[src/rtl/cfc_pkg.sv]
package cfc_pkg;
  typedef enum logic [2:0] {
    ACC_WRITE   = 3'd0,
    ACC_READ    = 3'd1,
    ACC_READ_NF = 3'd2,
    ACC_HPM_OP  = 3'd3,
    ACC_NF_OP   = 3'd4
  } acc_kind_e;
endpackage

[src/rtl/cfc_local_state.sv]
// Holds the latest local compare results and the captured chain enable.
module cfc_local_state (
  input  logic clk,
  input  logic rst,
  input  logic cyc_start,
  input  logic chain_en_n,
  input  logic cmp_done,
  input  logic loc_hit,
  input  logic loc_multi,
  input  logic loc_nofree,
  input  logic set_switch,
  output logic hit_q,
  output logic multi_q,
  output logic nofree_q,
  output logic chain_on_q
);
  always_ff @(posedge clk) begin
    if (rst) begin
      hit_q      <= 1'b0;
      multi_q    <= 1'b0;
      nofree_q   <= 1'b0;
      chain_on_q <= 1'b0;
    end else begin
      if (cyc_start)
        chain_on_q <= ~chain_en_n;
      if (set_switch) begin
        hit_q   <= 1'b0;
        multi_q <= 1'b0;
      end else if (cmp_done) begin
        hit_q   <= loc_hit;
        multi_q <= loc_multi;
      end
      if (cmp_done)
        nofree_q <= loc_nofree;
    end
  end
endmodule

[src/rtl/cfc_flag_combine.sv]
// Merges local state with the chain inputs; all results registered.
module cfc_flag_combine (
  input  logic clk,
  input  logic rst,
  input  logic hit,
  input  logic multi,
  input  logic nofree,
  input  logic chain_on,
  input  logic match_flag_en,
  input  logic full_flag_en,
  input  logic match_in_n,
  input  logic full_in_n,
  output logic match_out_n,
  output logic full_out_n,
  output logic dev_match_n,
  output logic dev_multi_n,
  output logic hpm_q,
  output logic nf_q
);
  logic mo_d, fo_d, nf_d, hpm_d;

  always_comb begin
    if (!chain_on)          mo_d = 1'b1;
    else if (match_flag_en) mo_d = ~(hit | ~match_in_n);
    else                    mo_d = match_in_n;
    fo_d  = full_flag_en ? ~(nofree & ~full_in_n) : full_in_n;
    nf_d  = ~full_in_n & fo_d;
    hpm_d = hit & match_in_n & match_flag_en;
  end

  always_ff @(posedge clk) begin
    if (rst) begin
      match_out_n <= 1'b1;
      full_out_n  <= 1'b1;
      dev_match_n <= 1'b1;
      dev_multi_n <= 1'b1;
      hpm_q       <= 1'b0;
      nf_q        <= 1'b0;
    end else begin
      match_out_n <= mo_d;
      full_out_n  <= fo_d;
      dev_match_n <= ~hit;
      dev_multi_n <= ~multi;
      hpm_q       <= hpm_d;
      nf_q        <= nf_d;
    end
  end
endmodule

[src/rtl/cfc_dev_select.sv]
// Page-address compare; BCAST_EN picks whether all ones addresses everyone.
module cfc_dev_select #(
  parameter int PAGE_W   = 4,
  parameter bit BCAST_EN = 1'b1
) (
  input  logic [PAGE_W-1:0] page_addr,
  input  logic [PAGE_W-1:0] dev_sel,
  output logic              sel
);
  logic own_hit;
  assign own_hit = (dev_sel == page_addr);

  generate
    if (BCAST_EN) begin : g_bcast
      assign sel = own_hit | (&dev_sel);
    end else begin : g_single
      assign sel = own_hit;
    end
  endgenerate
endmodule

[src/rtl/cfc_grant.sv]
// Decides whether this device answers the presented access.
module cfc_grant
  import cfc_pkg::*;
(
  input  logic      clk,
  input  logic      rst,
  input  logic      acc_valid,
  input  acc_kind_e acc_kind,
  input  logic      sel,
  input  logic      hpm,
  input  logic      nf,
  output logic      grant
);
  logic grant_d;

  always_comb begin
    unique case (acc_kind)
      ACC_WRITE:   grant_d = sel;
      ACC_READ:    grant_d = sel & hpm;
      ACC_READ_NF: grant_d = sel & nf;
      ACC_HPM_OP:  grant_d = hpm;
      ACC_NF_OP:   grant_d = nf;
      default:     grant_d = 1'b0;
    endcase
  end

  always_ff @(posedge clk) begin
    if (rst) grant <= 1'b0;
    else     grant <= acc_valid & grant_d;
  end
endmodule

[src/rtl/cascade_flags.sv]
module cascade_flags
  import cfc_pkg::*;
#(
  parameter int PAGE_W   = 4,
  parameter bit BCAST_EN = 1'b1
) (
  input  logic              clk,
  input  logic              rst,
  input  logic              cyc_start,
  input  logic              chain_en_n,
  input  logic              cmp_done,
  input  logic              loc_hit,
  input  logic              loc_multi,
  input  logic              loc_nofree,
  input  logic              set_switch,
  input  logic              match_flag_en,
  input  logic              full_flag_en,
  input  logic              match_in_n,
  input  logic              full_in_n,
  input  logic [PAGE_W-1:0] page_addr,
  input  logic [PAGE_W-1:0] dev_sel,
  input  logic              acc_valid,
  input  logic [2:0]        acc_kind,
  output logic              match_out_n,
  output logic              full_out_n,
  output logic              dev_match_n,
  output logic              dev_multi_n,
  output logic              hpm_resp,
  output logic              nf_resp,
  output logic              grant
);
  logic hit_q, multi_q, nofree_q, chain_on_q, sel;

  cfc_local_state u_state (
    .clk(clk), .rst(rst), .cyc_start(cyc_start), .chain_en_n(chain_en_n),
    .cmp_done(cmp_done), .loc_hit(loc_hit), .loc_multi(loc_multi),
    .loc_nofree(loc_nofree), .set_switch(set_switch),
    .hit_q(hit_q), .multi_q(multi_q), .nofree_q(nofree_q), .chain_on_q(chain_on_q)
  );

  cfc_flag_combine u_comb (
    .clk(clk), .rst(rst), .hit(hit_q), .multi(multi_q), .nofree(nofree_q),
    .chain_on(chain_on_q), .match_flag_en(match_flag_en), .full_flag_en(full_flag_en),
    .match_in_n(match_in_n), .full_in_n(full_in_n),
    .match_out_n(match_out_n), .full_out_n(full_out_n),
    .dev_match_n(dev_match_n), .dev_multi_n(dev_multi_n),
    .hpm_q(hpm_resp), .nf_q(nf_resp)
  );

  cfc_dev_select #(.PAGE_W(PAGE_W), .BCAST_EN(BCAST_EN)) u_sel (
    .page_addr(page_addr), .dev_sel(dev_sel), .sel(sel)
  );

  cfc_grant u_grant (
    .clk(clk), .rst(rst), .acc_valid(acc_valid), .acc_kind(acc_kind_e'(acc_kind)),
    .sel(sel), .hpm(hpm_resp), .nf(nf_resp), .grant(grant)
  );
endmodule

[config.mk]
export PLATFORM = sky130hd
export DESIGN_NAME = cascade_flags
export DESIGN_NICKNAME = d
export VERILOG_FILES = /design/src/rtl/cfc_pkg.sv /design/src/rtl/cfc_local_state.sv /design/src/rtl/cfc_flag_combine.sv /design/src/rtl/cfc_dev_select.sv /design/src/rtl/cfc_grant.sv /design/src/rtl/cascade_flags.sv
export SDC_FILE = /design/constraint.sdc
export NUM_CORES = 1
export LEC_CHECK = 0
export CAP_MARGIN = 20
export CORE_AREA = 5 5 42 44
export CTS_CLUSTER_DIAMETER = 80
export DETAILED_ROUTE_END_ITERATION = 8
export DIE_AREA = 0 0 47 49
export DONT_BUFFER_PORTS = 1
export PLACE_DENSITY = 0.49
export SLEW_MARGIN = 20
export SYNTH_ARGS = -nofsm -noshare
export SYNTH_HDL_FRONTEND = slang
export SYNTH_HIERARCHICAL = 1
export SYNTH_SLANG_ARGS = --single-unit
[constraint.sdc]
create_clock -name clk -period 2.9 [get_ports clk]
set_clock_uncertainty 0.1 [all_clocks]
set_input_delay 0.435 -clock clk [delete_from_list [all_inputs] [get_ports clk]]
set_output_delay 0.435 -clock clk [all_outputs]
set_load 0.01 [all_outputs]
==> metrics.md <==
| Metric | Value |
|---|---|
| DR DRC count | `0` |
| Nets | `74` |
| Finished Core Util | `34.7%` |
| Drt initial violations | `13` |
| Setup CP Type | `in -> reg` |
| # setup viols final | `0` |
| CP endpoint kind | `flop` |
| Distinct cells, synth | `19` |
| CTS tree | `done` |
| Initial cell density of the core | `31.3%` |
| Required time worst endpoint | `3.00 ns` |
| Post-synthesis cell area | `439 µm²` |
| Drt wl/cell | `15.4 µm` |
| Total GRT Usage | `9.38%` |
| Routed Antenna Nets | `0` |
| Clock net sink count | `11` |
| CP Launch Type | `primary input` |
| Via density | `5.16` |
| Max frequency | `0.741 GHz` |
| Hold-fix buffers, CTS | `0` |
| Worst R2R Setup Slack | `1.90 ns` |
| H-Tree Depth | `1` |
| CTS resizes | `0` |
| Post-Route WL | `985 µm` |
| PwrDens | `578 nW/µm²` |
| Width of the die | `47 µm` |
| Post-synth top cells | `11 x dfxtp_1, 5 x nor2_1, 4 x xor2_1` |
| Total chip power | `281 µW` |
| Critical Path Sink | `u_grant/grant` |
| Most frequent cell after synthesis | `dfxtp_1` |
| Max cap viols | `0` |
| Initial antenna violation count | `0` |
| Post-Syn Instances | `44` |
| Register bit count reported by yosys | `11` |
| CORE AREA | `1400 µm²` |
| CP Launch Point | `page_addr[3]` |
| CTS buffer count | `3` |
| RSZ-0062 raised after global routing | `false` |
| Sum Neg Setup Slack | `0 ns` |
| Area growth syn-to-layout | `10.8%` |
| Post-layout min period | `1.35 ns` |
| Worst Path Arrival | `1.45 ns` |
| Syn Nets | `69` |
| Final Max Slew Viols | `0` |
| Reg-to-reg critical path startpoint | `u_comb/nf_q` |
| Antenna diode count | `0` |
| Die area | `2300 µm²` |
| IO Pins | `32` |
| R2R Path End | `u_grant/grant` |
| Sequential element share of the synthesized area | `50.1%` |
| Fin crit share | `46.5%` |
| Site Rows | `14` |
| Vias post-DR | `330` |
| Max transition margin | `78.5%` |
| Initial DRT Pass Iterations | `3` |
| GP Congestion | `0.605` |
| Post-DP HPWL | `855 µm` |
| Chip height | `49 µm` |
| Fin. Hold Viols | `0` |
| Ratio of cells with drive above 1 in the final layout | `10.4%` |
| Hold Crit Class | `in -> reg` |
| Status | `finished clean` |
| Clock transition at the registers of the reported paths | `0.07 ns` |
| Most area-consuming cells after synthesis | `dfxtp_1 50%, xor2_1 8.0%, mux2i_1 6.8%, nand2b_1 4.3%, nor2_1 4.3%` |
| Crit Path Max Fanout | `2` |
| Path depth of the worst reg2reg path | `3` |
| Vias in the first global route | `404` |
| Worst hold stages | `1` |
| Static Leak | `0.000187 µW` |
| Ys Warns | `6` |
| Worst-skew pair later-pin latency | `0.26 ns` |
| Avg Synthesized Cell Area | `9.98 µm²` |
| Ys flop type | `dfxtp_1` |
| Fillcell total | `159` |
| Post-CTS Setup Repair Bufs | `0` |
| Post-synth top area cell | `dfxtp_1` |
| Maximum root-to-sink buffer count | `2` |
| First-pass GRT wire length | `1530 µm` |
| Largest net degree at the start of global routing | `11` |
| Slew @ Worst Pin | `0.318 ns` |
| IO Port Bufs | `0` |
| Share of the synthesized area in the top cell type | `50.1%` |
| Post-synth EDFFs | `0` |
| Root Driver | `clkbuf_4` |
| Total grt overflow | `0` |
| FFs w/ async S/R, synth | `0%` |
| Peak VDD IR | `0.295 mV` |
-- metal layers --
layer / part of all wire [%] / vias up / GRT usage [%]
met5: 0 / - / 0
met4: 0.81 / 0 / 2.76
met3: 16 / 2 / 8.12
met2: 53 / 21 / 16.7
met1: 30 / 143 / 6.84
li1: - / 164 / -
-- flip-flops by register name, summed over array words and instances (netlist names) --
name                cells
u_comb/nf_q             1
u_state/nofree_q        1
u_state/multi_q         1
u_comb/dev_multi_n      1
u_comb/full_out_n       1
u_grant/grant           1
u_comb/dev_match_n      1
u_comb/match_out_n      1
u_state/chain_on_q      1
u_comb/hpm_q            1
u_state/hit_q           1
-- layout by cell type, fill, tap and decap left out, drive strengths merged --
master / instances
mux2i: 3
nand4: 1
dfxtp: 11
a211oi: 1
nor3: 3
inv: 1
o41ai: 1
a211o: 1
nor2: 5
nor3b: 1
xor2: 4
a22oi: 1
a21oi: 1
or2b: 1
nand3b: 1
clkbuf: 3
clkinv: 1
nand2: 3
a31oi: 1
nand2b: 3
or2: 1
-- metrics by stage --
stage          worst slack, ns  cells  area, µm²  hold WS, ns
5_1_grt                   1.48     64        487        0.109
6_report                  1.55     64        487        0.136
2_1_floorplan             1.41     44        439        0.269
4_1_cts                   1.57     64        487        0.124
3_5_place_dp              1.29     60        459        0.282
3_3_place_gp              1.37     60        459        0.283
-- worst min-delay path by stage --
| stage | endpoint | start | slack, ns |
|---|---|---|---|
| floorplan | u_comb/dev_multi_n | u_state/multi_q | 0.27 |
| global placement | u_comb/dev_multi_n | u_state/multi_q | 0.28 |
| detailed placement | u_comb/dev_multi_n | u_state/multi_q | 0.28 |
| CTS | u_state/nofree_q | rst | 0.12 |
| global route | u_state/multi_q | set_switch | 0.11 |
| finish | u_state/nofree_q | rst | 0.14 |
-- critical path: stages --
cell and delay, ns:
xor2_1 0.15, o41ai_2 0.40, nor3b_1 0.27, a31oi_1 0.07, a21oi_1 0.12
-- where the power goes --
group	internal, µW	total (µW)	switching [µW]
clock	50.9	103	52.1
sequential	156	160	3.93
combinational	10.8	18.3	7.48
-- cell type report --
cell class              count  area (µm²)  area share [%]
flip-flops and latches     11         220            45.2
multi-input cells          32         215            44.2
clock buffers               3        22.5            4.63
well taps                  16        20.0            4.11
clock inverters             1        5.00            1.03
inverters                   1        3.75           0.771
-- kinds of logic (layout without fill, tap and decap cells) --
kind of cell / Yosys count / after routing / share of synthesized area (%)
AOI/OAI and AO/OA: 6 / 6 / 11.7
xor gates and xnor gates: 4 / 4 / 7.98
buffers and inverters: 1 / 5 / 0.854
DFF: 11 / 11 / 50.1
muxes: 3 / 3 / 6.84
and+or+nand+nor: 19 / 19 / 22.5
(Power assumes the default switching activity.)
